`src/rtl/cseq_pkg.sv`:
```
// Package: shared types and helpers for the conversion/calibration sequencer.
// Assumes: operation codes are the values seen on done_code.
package cseq_pkg;

    // Finished-operation codes, as presented on done_code
    typedef enum logic [1:0] {
        OP_CONV     = 2'b00,
        OP_CAL_FULL = 2'b01,
        OP_CAL_DAC  = 2'b10,
        OP_CAL_OFFS = 2'b11
    } op_e;

    // Calibration select encodings on cal_sel
    localparam logic [1:0] SEL_FULL = 2'b00;
    localparam logic [1:0] SEL_DAC  = 2'b01;
    localparam logic [1:0] SEL_OFFS = 2'b10;
    localparam logic [1:0] SEL_RSVD = 2'b11;

    // Largest of four operation lengths, used to size the counter
    function automatic int unsigned max_of4(input int unsigned a, input int unsigned b,
                                            input int unsigned c, input int unsigned d);
        int unsigned m;
        m = a;
        if (b > m) m = b;
        if (c > m) m = c;
        if (d > m) m = d;
        return m;
    endfunction

endpackage

```
`src/rtl/cseq_edge_detect.sv`:
```
// Module: cseq_edge_detect
// Synchronizes one asynchronous pin through STAGES flops, then gives a
// one-cycle pulse on the selected edge of the synchronized value.
// Assumes: the pin is held for at least one clock period, so that every
// level it takes is sampled. IDLE_LEVEL is the level the pin rests at, and it
// is loaded in reset so that no edge is seen when reset ends.
module cseq_edge_detect #(
    parameter int unsigned STAGES     = 2,
    parameter bit          FALLING    = 1'b0,
    parameter bit          IDLE_LEVEL = 1'b0
) (
    input  logic clk,
    input  logic rst_n,
    input  logic pin,
    output logic pulse
);

    localparam int unsigned LAST = STAGES - 1;

    logic [STAGES-1:0] sync_q;
    logic              prev_q;
    logic              level;

    assign level = sync_q[LAST];

    // Synchronizer chain: shift the pin in at the low end
    generate
        if (STAGES == 1) begin : g_single
            always_ff @(posedge clk) begin
                if (!rst_n) sync_q <= IDLE_LEVEL;
                else        sync_q <= pin;
            end
        end else begin : g_chain
            always_ff @(posedge clk) begin
                if (!rst_n) sync_q <= {STAGES{IDLE_LEVEL}};
                else        sync_q <= {sync_q[STAGES-2:0], pin};
            end
        end
    endgenerate

    // Delayed copy of the synchronized level for edge comparison
    always_ff @(posedge clk) begin
        if (!rst_n) prev_q <= IDLE_LEVEL;
        else        prev_q <= level;
    end

    // Pick the edge polarity
    generate
        if (FALLING) begin : g_fall
            assign pulse = prev_q & ~level;
        end else begin : g_rise
            assign pulse = level & ~prev_q;
        end
    endgenerate

endmodule

```
`src/rtl/cseq_arbiter.sv`:
```
// Module: cseq_arbiter
// Combinational request arbitration. While idle, a convert edge wins over a
// calibration edge. A calibration edge is accepted only for a defined select
// value. While busy, every edge is dropped.
// Assumes: the edge inputs are single-cycle pulses from cseq_edge_detect.
module cseq_arbiter
    import cseq_pkg::*;
(
    input  logic       busy,
    input  logic       conv_edge,
    input  logic       cal_edge,
    input  logic [1:0] cal_sel,
    output logic       start,
    output op_e        start_op
);

    // Decide whether to start an operation this cycle, and which one
    always_comb begin
        start    = 1'b0;
        start_op = OP_CONV;
        if (!busy) begin
            if (conv_edge) begin
                start    = 1'b1;
                start_op = OP_CONV;
            end else if (cal_edge) begin
                case (cal_sel)
                    SEL_FULL: begin
                        start    = 1'b1;
                        start_op = OP_CAL_FULL;
                    end
                    SEL_DAC: begin
                        start    = 1'b1;
                        start_op = OP_CAL_DAC;
                    end
                    SEL_OFFS: begin
                        start    = 1'b1;
                        start_op = OP_CAL_OFFS;
                    end
                    default: begin
                        start    = 1'b0;
                        start_op = OP_CONV;
                    end
                endcase
            end
        end
    end

endmodule

```
`src/rtl/cseq_op_timer.sv`:
```
// Module: cseq_op_timer
// Holds busy high for the length set for the accepted operation. It uses a
// down-counter that loads length-1 at the start, so busy is high for exactly
// "length" cycles. It then pulses done for one cycle and updates done_code.
// Assumes: start is asserted only while busy is low.
module cseq_op_timer
    import cseq_pkg::*;
#(
    parameter int unsigned LEN_CONV = 18,
    parameter int unsigned LEN_FULL = 125013,
    parameter int unsigned LEN_DAC  = 111114,
    parameter int unsigned LEN_OFFS = 13899
) (
    input  logic clk,
    input  logic rst_n,
    input  logic start,
    input  op_e  start_op,
    output logic busy,
    output logic done,
    output op_e  done_code,
    output op_e  run_op
);

    localparam int unsigned LEN_MAX = max_of4(LEN_CONV, LEN_FULL, LEN_DAC, LEN_OFFS);
    localparam int unsigned CW      = $clog2(LEN_MAX + 1);

    localparam logic [CW-1:0] LOAD_CONV = CW'(LEN_CONV - 1);
    localparam logic [CW-1:0] LOAD_FULL = CW'(LEN_FULL - 1);
    localparam logic [CW-1:0] LOAD_DAC  = CW'(LEN_DAC - 1);
    localparam logic [CW-1:0] LOAD_OFFS = CW'(LEN_OFFS - 1);

    logic [CW-1:0] cnt_q;
    logic [CW-1:0] load_val;
    logic          busy_q;
    logic          done_q;
    op_e           op_q;
    op_e           code_q;

    // Map the starting operation to its counter load value
    always_comb begin
        case (start_op)
            OP_CONV:     load_val = LOAD_CONV;
            OP_CAL_FULL: load_val = LOAD_FULL;
            OP_CAL_DAC:  load_val = LOAD_DAC;
            default:     load_val = LOAD_OFFS;
        endcase
    end

    // Busy interval: load on start, count down, finish at zero
    always_ff @(posedge clk) begin
        if (!rst_n) begin
            busy_q <= 1'b0;
            cnt_q  <= '0;
            op_q   <= OP_CONV;
        end else if (!busy_q) begin
            if (start) begin
                busy_q <= 1'b1;
                cnt_q  <= load_val;
                op_q   <= start_op;
            end
        end else if (cnt_q == '0) begin
            busy_q <= 1'b0;
        end else begin
            cnt_q <= cnt_q - 1'b1;
        end
    end

    // Completion strobe and finished-operation code
    always_ff @(posedge clk) begin
        if (!rst_n) begin
            done_q <= 1'b0;
            code_q <= OP_CONV;
        end else begin
            done_q <= busy_q && (cnt_q == '0);
            if (busy_q && (cnt_q == '0)) code_q <= op_q;
        end
    end

    assign busy      = busy_q;
    assign done      = done_q;
    assign done_code = code_q;
    assign run_op    = op_q;

endmodule

```
`src/rtl/conv_cal_seq.sv`:
```
// Module: conv_cal_seq (top)
// Conversion and calibration sequencer. It synchronizes the two request pins,
// detects their edges, picks one operation and times its busy interval.
// Assumes: the request pins are asynchronous to clk, and a convert request is
// held low for more than one clock period.
module conv_cal_seq
    import cseq_pkg::*;
#(
    parameter int unsigned SYNC_STAGES = 2,
    parameter int unsigned LEN_CONV    = 18,
    parameter int unsigned LEN_FULL    = 125013,
    parameter int unsigned LEN_DAC     = 111114,
    parameter int unsigned LEN_OFFS    = 13899
) (
    input  logic       clk,
    input  logic       rst_n,
    input  logic       conv_start_n,
    input  logic       cal_start,
    input  logic [1:0] cal_sel,
    output logic       busy,
    output logic       done,
    output logic [1:0] done_code
);

    logic conv_edge;
    logic cal_edge;
    logic start;
    op_e  start_op;
    op_e  code_w;
    op_e  run_op;

    // Convert request: active low, start on the falling edge
    cseq_edge_detect #(
        .STAGES    (SYNC_STAGES),
        .FALLING   (1'b1),
        .IDLE_LEVEL(1'b1)
    ) u_conv_edge (
        .clk  (clk),
        .rst_n(rst_n),
        .pin  (conv_start_n),
        .pulse(conv_edge)
    );

    // Calibration request: start on the rising edge
    cseq_edge_detect #(
        .STAGES    (SYNC_STAGES),
        .FALLING   (1'b0),
        .IDLE_LEVEL(1'b0)
    ) u_cal_edge (
        .clk  (clk),
        .rst_n(rst_n),
        .pin  (cal_start),
        .pulse(cal_edge)
    );

    cseq_arbiter u_arb (
        .busy     (busy),
        .conv_edge(conv_edge),
        .cal_edge (cal_edge),
        .cal_sel  (cal_sel),
        .start    (start),
        .start_op (start_op)
    );

    cseq_op_timer #(
        .LEN_CONV(LEN_CONV),
        .LEN_FULL(LEN_FULL),
        .LEN_DAC (LEN_DAC),
        .LEN_OFFS(LEN_OFFS)
    ) u_timer (
        .clk      (clk),
        .rst_n    (rst_n),
        .start    (start),
        .start_op (start_op),
        .busy     (busy),
        .done     (done),
        .done_code(code_w),
        .run_op   (run_op)
    );

    assign done_code = code_w;

endmodule

```
`config.mk`:
```
export PLATFORM = sky130hd
export DESIGN_NAME = conv_cal_seq
export DESIGN_NICKNAME = d
export VERILOG_FILES = /design/src/rtl/cseq_pkg.sv /design/src/rtl/cseq_edge_detect.sv /design/src/rtl/cseq_arbiter.sv /design/src/rtl/cseq_op_timer.sv /design/src/rtl/conv_cal_seq.sv
export SDC_FILE = /design/constraint.sdc
export NUM_CORES = 1
export LEC_CHECK = 0
export ABC_CLOCK_PERIOD_IN_PS = 3100
export CAP_MARGIN = 20
export CORE_AREA = 2 2 71 56
export DETAILED_ROUTE_END_ITERATION = 6
export DIE_AREA = 0 0 73 58
export PLACE_DENSITY = 0.66
export SYNTH_ARGS = -nofsm -noshare
export SYNTH_HDL_FRONTEND = slang
export SYNTH_SLANG_ARGS = --single-unit
```
`constraint.sdc`:
```
create_clock -name clk -period 3.1 [get_ports clk]
set_input_delay 0.62 -clock clk [delete_from_list [all_inputs] [get_ports clk]]
set_output_delay 0.62 -clock clk [all_outputs]
set_load 0.1 [all_outputs]
```
After elaboration in Yosys (flattened, before gate mapping)
Cells that the tools add are included.

Flip-flop bits (word level): 29. Bits of input ports: 6. Output and inout port bits: 4.

$add $sub $neg: 1. Eq/ne operators: 5. Muxes and demuxes: 15. Bitwise logic cells: 5. Reductions and logical operators: 8.

Operators with widths (count): 2-to-1 mux 17 bit (3); one-hot mux 17 bit (3 select lines) (1); zero test 17 bit (1); subtractor 17 x 1 -> 17 bit (second input constant) (1); 2-to-1 mux 1 bit (7); 2-to-1 mux 2 bit (3); one-hot mux 2 bit (3 select lines) (1); == test 2 x 1 -> 1 bit (second input constant) (2); == test 2 bit (second input constant) (2); zero test 2 bit (2); AND reduction 2 bit (2); NOT 1 bit (3); OR reduction 3 bit (1); bitwise AND 1 bit (2); != test 2 bit (second input constant) (1); nonzero test 2 bit (1); logical AND 1 bit (1).

Depth between registers and ports, before layout
Gate-level depths: netlist of the first run.

Word-level depth: 9. Depth in mapped cells: 9.

Modules after synthesis
From an unflattened synthesis of the first run, not the netlist that was laid out.

Cell total of the unflattened synthesis: 194. Area total of the unflattened synthesis: 1615.3 um2.

Modules (own cells, without submodules): cseq_op_timer (times used 1, cells each 169, area an instance 1346.3 um2, seq. area each 460.4 um2); cseq_edge_detect at u_cal_edge (times used 1, cells each 7, area an instance 92.6 um2, seq. area each 60.1 um2); cseq_arbiter (times used 1, cells each 11, area an instance 91.3 um2, seq. area each 0.0 um2); cseq_edge_detect at u_conv_edge (times used 1, cells each 7, area an instance 85.1 um2, seq. area each 60.1 um2).

Worst setup path before layout of the first run
OpenSTA, ideal clock, no wires.

Path type: register to register. Start: register u_timer.busy_q, in the netlist u_timer.busy. End: register u_timer.cnt_q[9]. Setup time: 119 ps. Arrival: 2359 ps. Slack: 622 ps. Stages on the path, launching flop included: 9. Path buffers: 1. Clock period less this slack: 2478 ps. Cells stage by stage: dfxtp_1 > buf_6 > nor4bb_1 > o21a_1 > inv_1 > ha_1 > nor3_1 > a31oi_1 > o221a_1.

Longest elaborated chain between the ends: 5. Elaborated cells between the ends (all ways): 11. Classes of those cells: eq/ne: 3; mux: 5; reduce/logical: 3.

RTL lines: start: declaration (line cseq_op_timer.sv:34) `logic busy_q;`; start signal: assignment (line cseq_op_timer.sv:52) `busy_q <= 1'b0;`; start signal: assignment (line cseq_op_timer.sv:57) `busy_q <= 1'b1;`; start signal: assignment (line cseq_op_timer.sv:62) `busy_q <= 1'b0;`; 2-to-1 mux 2 bit (*) (line cseq_arbiter.sv:21) `if (!busy) begin`; net start_op[0] (line conv_cal_seq.sv:28) `op_e start_op;`; == test 2 bit (tied with other cells) (line cseq_op_timer.sv:41) `case (start_op)`; one-hot mux 17 bit (3 select lines) (*) (line cseq_op_timer.sv:41); 2-to-1 mux 17 bit (*) (line cseq_op_timer.sv:56) `if (start) begin`; 2-to-1 mux 17 bit (*) (line cseq_op_timer.sv:55) `end else if (!busy_q) begin`; end signal: assignment (line cseq_op_timer.sv:58) `cnt_q <= load_val;`; end signal: assignment (line cseq_op_timer.sv:64) `cnt_q <= cnt_q - 1'b1;`; end: declaration (line cseq_op_timer.sv:32) `logic [CW-1:0] cnt_q;`.

Mark *: on every way through the listed nets, which the timed path passes. The rest lies on a longest branch. The select of a mux whose other input is x is not followed. A chain may end at the register's enable or synchronous reset.

Worst setup path after layout of the first run
Start: input cal_sel[0]. End: register u_timer.cnt_q[12].

Longest elaborated chain between the ends: 9. Elaborated cells between the ends (all ways): 20. Classes of those cells: eq/ne: 4; mux: 11; reduce/logical: 5.

RTL lines: start: declaration (line conv_cal_seq.sv:19) `input logic [1:0] cal_sel,`; == test 2 bit (tied with other cells) (line cseq_arbiter.sv:26) `case (cal_sel)`; one-hot mux 2 bit (3 select lines) (*) (line cseq_arbiter.sv:26); 2-to-1 mux 2 bit (*) (line cseq_arbiter.sv:25) `end else if (cal_edge) begin`; 2-to-1 mux 2 bit (*) (line cseq_arbiter.sv:22) `if (conv_edge) begin`; 2-to-1 mux 2 bit (*) (line cseq_arbiter.sv:21); net start_op[1] (line conv_cal_seq.sv:28); == test 2 bit (tied with other cells) (line cseq_op_timer.sv:41); one-hot mux 17 bit (3 select lines) (*) (line cseq_op_timer.sv:41); 2-to-1 mux 17 bit (*) (line cseq_op_timer.sv:56); 2-to-1 mux 17 bit (*) (line cseq_op_timer.sv:55).

Marked as above.

==> impl_metrics.ini, run 1 <==
[outcome]
status = finished clean

[critical_path]
cp.arrival_ns = 2.76
crit_start = cal_sel[0]
end_kind = register
crit_fanout = 5
path_cells = clkdlybuf4s50_1 > inv_1 > ha_1 > nand2_1 > inv_1 > ha_1 > nor3_1 > buf_4 > or4_1 > a21oi_1
crit_type = in -> reg
slowest_stage = clkdlybuf4s50_1
required_ns = 3.32
r2r_start = u_timer.cnt_q[0]$_SDFFE_PN0P_
cp_slowest_stage_delay_ns = 0.49
crit_path_start_kind = input pin

[place]
dp_hpwl_um = 2810
port_buffers = 9
place.gp.congestion = 0.872

[power_and_ir_drop]
power_frac_seq_pct = 40.3
ir_drop_mv = 0.323
finalPower_mw = 1.08
comb_power_share_pct = 27.6
leakagePower_nw = 0.741
power.internal_mw = 0.713
p_sw_mw = 0.364
power.share.switching_pct = 33.8
clockPowerShare_pct = 32.0
power.density_mw_per_mm2 = 580

[final_layout]
fillCellCount = 326
syn_to_final_growth_pct = 13.5
drive_above_1_share_pct = 18.2
multiInputGateArea_um2 = 961
register_area_um2 = 581
final_common_cell = dfxtp_1
fin_nets = 213
antennaDiodeCount = 0
final_cell_mix = 29 x dfxtp_1, 20 x nor2_1, 15 x a21oi_1

[synth]
syn_nets = 199
yosys.area.top_type = dfxtp_1
yosys-top-cells-area = dfxtp_1 36%, ha_1 7.7%, a21oi_1 4.6%
yosys_register_bits = 29
yosys_warnings = 0
synthesis.area_mm2 = 0.00163
yosysSeqAreaShare_pct = 35.5
yosysTopAreaCellShare_pct = 35.5
synth_cells = 183
syn_avg_cell_area_um2 = 8.93
yosys.cell_types.count = 51

[routing]
drc = 0
ant_nets = 0
vias_per_cell = 5.93
first_iter_violations = 133
drt-total-wl_um = 3870
first_pass_iters = 4
wire_per_inst_um = 16.1
num_vias = 1422

[die]
coreArea_mm2 = 0.00354
die_w_um = 73
num_io_pins = 10
die_y_um = 58
core.rowCount = 19
start_util_pct = 46.1
dieArea_mm2 = 0.00423

[global_routing]
grt-ovfl-total = 0
antenna_found_initial = 0
grt_use_total_pct = 20.7
grt_pass1_wl_um = 6460
grt_max_degree = 17
grt_pass1_vias = 1303

[clock_network]
cts.htree.levels = 2
cts.path.max_buffers = 2
cts_hold_buf = 0
cts-buffers-inserted = 5
post_cts_resized = 0
cts_root_buf = clkbuf_8
clkSlewWorstSetupHoldPaths_ns = 0.06
clk_latency_ns = 0.29
tritoncts = yes
cts_sinks = 29
post_cts_buffers = 0

[timing]
setup_tns_ns = 0
skew_ns = 0.00517
max_freq_ghz = 0.394
relSlewSlack_pct = 54.7
drv_slew = 0
finalCriticalPeriod_ns = 2.54
hold_violations = 0
rsz0062_at_grt = no
tightest_slew_ns = 0.680
fin_crit_sh_pct = 81.8
setup_violations = 0

[worst_hold_path]
hold_path.startpoint = u_conv_edge.sync_q[0]$_SDFF_PN1_
hold_path.class = reg -> reg

[job]
cap_violations = 0
-- worst paths after layout --
check | endpoint | slack [ns] | cells past startpoint
worst max-delay path | u_timer.cnt_q[12]$_SDFFE_PN0P_ | 0.56 | 10
worst min-delay path | u_conv_edge.sync_q[1]$_SDFF_PN1_ | 0.41 | 1
worst max register to register | u_timer.cnt_q[4]$_SDFFE_PN0P_ | 0.61 | 8
worst min register to register | u_conv_edge.sync_q[1]$_SDFF_PN1_ | 0.41 | 1
-- state kept, by name, indices dropped and copies added (netlist names) --
register,count
u_timer.run_op,2
u_timer.cnt_q,17
u_cal_edge.prev_q,1
u_conv_edge.prev_q,1
u_cal_edge.sync_q,2
u_timer.done_code,2
u_timer.done,1
u_conv_edge.sync_q,2
u_timer.busy,1
-- logic make-up after synthesis --
logic type | synth area share (%)
fa+ha+maj | 7.66
mux | 2.45
compound gates | 22.3
buf+inv | 5.67
flops | 35.5
simple gates | 26.4
-- worst max-delay path, delay by kind of cell --
kind | cells | cell delay [ns]
buf+inv | 4 | 0.86
fa+ha+maj | 2 | 0.48
simple gates | 3 | 0.67
compound gates | 1 | 0.13
-- cell type report --
| class | count | share of cell area, % |
|---|---|---|
| clock buffers | 7 | 5.20 |
| clock inverters | 1 | 0.270 |
| inverters | 9 | 1.82 |
| multi-input cells | 137 | 51.8 |
| flip-flops and latches | 29 | 31.3 |
| well taps | 42 | 2.83 |
| repair buffers | 15 | 6.75 |
-- through the flow --
step / hold slack [ns] / util [%] / setup slack (ns) / instances / instance area, um^2
global route: 0.441 / 52.3 / 0.456 / 240 / 1850
floorplan: 0.386 / - / 0.622 / 183 / 1630
finish: 0.414 / 52.3 / 0.565 / 240 / 1850
CTS: 0.423 / 52.3 / 0.577 / 240 / 1850
global placement: 0.394 / 49.5 / 0.408 / 232 / 1750
detailed placement: 0.403 / 49.5 / 0.278 / 232 / 1750
-- cells in the mapped netlist (all sizes together) --
library cell   n
ha            10
o211ai         2
a21o           1
dlygate4sd1    1
nand4          2
nor3           5
a41oi          1
or3b           1
nor2b          3
or3            2
clkbuf         3
o31ai          6
buf            4
nor4b          1
dfxtp         29
or2            1
o31a           1
o221a          1
a21oi         17
and2           3
a31oi          5
clkinv         1
o32ai          1
nand2         12
mux2i          4
nand3          2
nor2          20
o311a          1
or4            4
or2b           1
o21a           4
and4           1
o21ai         11
a211o          1
and2b          1
inv            8
a311oi         1
nor4           5
nand2b         5
nor4bb         1
-- routing by layer --
layer,part of all wire (%),track usage (%)
met1,47,27.2
met5,0,0
met4,2.1,8.73
met2,45,30.2
met3,5.7,8.00
-- power by group through the flow --
| stage | logic, mW | clock network, mW | registers [mW] |
|---|---|---|---|
| 6_report | 0.297 | 0.345 | 0.434 |
| 3_5_place_dp | 0.294 | 0 | 0.440 |
| 4_1_cts | 0.296 | 0.350 | 0.432 |
| 5_1_grt | 0.326 | 0.376 | 0.438 |
| 2_1_floorplan | 0.221 | 0 | 0.443 |
| 3_3_place_gp | 0.283 | 0 | 0.439 |
No activity file was read; power rests on OpenSTA's default activity.
==> run 2, diff against run 1 <==
--- a/config.mk
+++ b/config.mk
@@ -5,7 +5,7 @@
 export SDC_FILE = /design/constraint.sdc
 export NUM_CORES = 1
 export LEC_CHECK = 0
-export ABC_CLOCK_PERIOD_IN_PS = 3100
+export ABC_CLOCK_PERIOD_IN_PS = 2400
 export CAP_MARGIN = 20
 export CORE_AREA = 2 2 71 56
 export DETAILED_ROUTE_END_ITERATION = 6
==> constraint.sdc (replaced) <==
create_clock -name clk -period 2.4 [get_ports clk]
set_input_delay 0.48 -clock clk [delete_from_list [all_inputs] [get_ports clk]]
set_output_delay 0.48 -clock clk [all_outputs]
set_load 0.1 [all_outputs]
==> run 2 against run 1 <==
  * Cell count grew 4.2%
  * Critical path depth is the same
  * Design area grew 4.1%
  * Non-clock buffer count grew 10
  * Routed wire length grew 0.41%
  * Power grew 31%
  * Setup slack lost 0.43 ns
  * Critical endpoint unchanged
  * Largest cell class unchanged
==> impl_metrics.ini, run 2 (synthesis results as in run 1) <==
[outcome]
status = finished clean

[routing]
vias_per_cell = 5.88
wire_per_inst_um = 15.5
drc = 0
num_vias = 1469
first_iter_violations = 103
ant_nets = 0
first_pass_iters = 4
drt-total-wl_um = 3880

[global_routing]
grt_max_degree = 19
grt_use_total_pct = 21.3
grt_pass1_wl_um = 6690
antenna_found_initial = 0
grt_pass1_vias = 1388
grt-ovfl-total = 0

[final_layout]
top_register = u_timer.cnt_q
syn_to_final_growth_pct = 18.1
final_common_cell = dfxtp_1
fin_nets = 223
drive_above_1_share_pct = 22.6
fin_util_pct = 54.5
antennaDiodeCount = 0
final_cell_mix = 28 x dfxtp_1, 20 x nor2_1, 20 x buf_4
largest_register_ffs = 17

[clock_network]
cts_sinks = 29
cts_root_buf = clkbuf_8
cts.htree.levels = 2
clkSlewWorstSetupHoldPaths_ns = 0.06
post_cts_buffers = 0
cts-buffers-inserted = 5
cts.path.max_buffers = 2
clk_latency_ns = 0.29
post_cts_resized = 0
tritoncts = yes

[die]
core.rowCount = 19
die_w_um = 73
die_y_um = 58
dieArea_mm2 = 0.00423
num_io_pins = 10
coreArea_mm2 = 0.00354
start_util_pct = 46.1

[critical_path]
cp_slowest_stage_delay_ns = 0.49
cp.arrival_ns = 2.49
path_cells = clkdlybuf4s50_1 > inv_1 > ha_1 > o21a_1 > inv_1 > ha_1 > nor3_1 > buf_4 > or4_1 > a21oi_1
crit_fanout = 4
end_kind = register
required_ns = 2.62
crit_type = in -> reg
slowest_stage = clkdlybuf4s50_1
crit_path_start_kind = input pin

[timing]
drv_slew = 0
setup_violations = 0
skew_ns = 0.00392
tightest_slew_ns = 0.473
max_freq_ghz = 0.441
relSlewSlack_pct = 68.2
hold_violations = 0
rsz0062_at_grt = no
finalCriticalPeriod_ns = 2.27
fin_crit_sh_pct = 94.5

[place]
port_buffers = 9
place.gp.congestion = 0.838
dp_hpwl_um = 2890

[power_and_ir_drop]
finalPower_mw = 1.41
ir_drop_mv = 0.378
leakagePower_nw = 0.791
power.density_mw_per_mm2 = 729

[job]
cap_violations = 0

[worst_hold_path]
hold_path.class = reg -> reg
-- run 2: cell type report --
class	count	area, um^2
multi-input cells	137	961
well taps	42	52.6
repair buffers	25	200
clock buffers	7	96.3
fillers	324	1610
inverters	9	33.8
clock inverters	1	5.00
flip-flops and latches	29	582
-- run 2: path summary, 6_finish.rpt --
kind                                                         end  depth (start not counted)  slack, ns                             start
worst max register to register    u_timer.cnt_q[15]$_SDFFE_PN0P_                          8       0.21     u_timer.cnt_q[0]$_SDFFE_PN0P_
worst min register to register  u_conv_edge.sync_q[1]$_SDFF_PN1_                          1       0.41  u_conv_edge.sync_q[0]$_SDFF_PN1_
worst min-delay path            u_conv_edge.sync_q[1]$_SDFF_PN1_                          1       0.41  u_conv_edge.sync_q[0]$_SDFF_PN1_
worst max-delay path              u_timer.cnt_q[12]$_SDFFE_PN0P_                         10       0.13                        cal_sel[0]
-- run 2: what timing repair did --
action                                 in CTS  in global routing
endpoints found under the hold margin       0                  0
setup endpoints to repair                   0                  1
hold buffers                                0                  0
-- run 2: power breakdown --
group	total, mW	internal, mW	switching, mW	leakage (nW)
Sequential	0.556	0.516	0.0395	0.237
Combinational	0.402	0.158	0.244	0.499
Clock	0.449	0.259	0.190	0.0542
-- run 2: routing by layer --
metal,track usage [%],part of all wire [%]
met1,28.7,48
met2,30.5,44
met5,0,0
met4,10.6,2.4
met3,6.78,5.3
-- run 2: critical path, delay by kind of cell --
kind | cells | cell delay [ns]
AO/OA/AOI/OAI | 2 | 0.37
buffers and inverters | 4 | 0.80
AND/OR/NAND/NOR | 2 | 0.51
adder cells (fa/ha/maj) | 2 | 0.33
-- run 2: stage by stage --
stage | std cells | setup slack, ns | cell area, um^2 | TNS, ns | hold slack [ns]
detailed placement | 242 | -0.146 | 1830 | -0.562 | 0.407
global placement | 242 | -0.0656 | 1830 | -0.208 | 0.397
CTS | 250 | 0.146 | 1930 | 0 | 0.422
global route | 250 | 0.0374 | 1930 | 0 | 0.448
finish | 250 | 0.131 | 1930 | 0 | 0.413
floorplan | 183 | 0.159 | 1640 | 0 | 0.386
==> run 3, diff against run 2 <==
--- a/config.mk
+++ b/config.mk
@@ -14,3 +14,4 @@
 export SYNTH_ARGS = -nofsm -noshare
 export SYNTH_HDL_FRONTEND = slang
 export SYNTH_SLANG_ARGS = --single-unit
+export TNS_END_PERCENT = 5
==> results of run 3 <==
No change in the layout: final DEF, timing and power equal those of run 2.
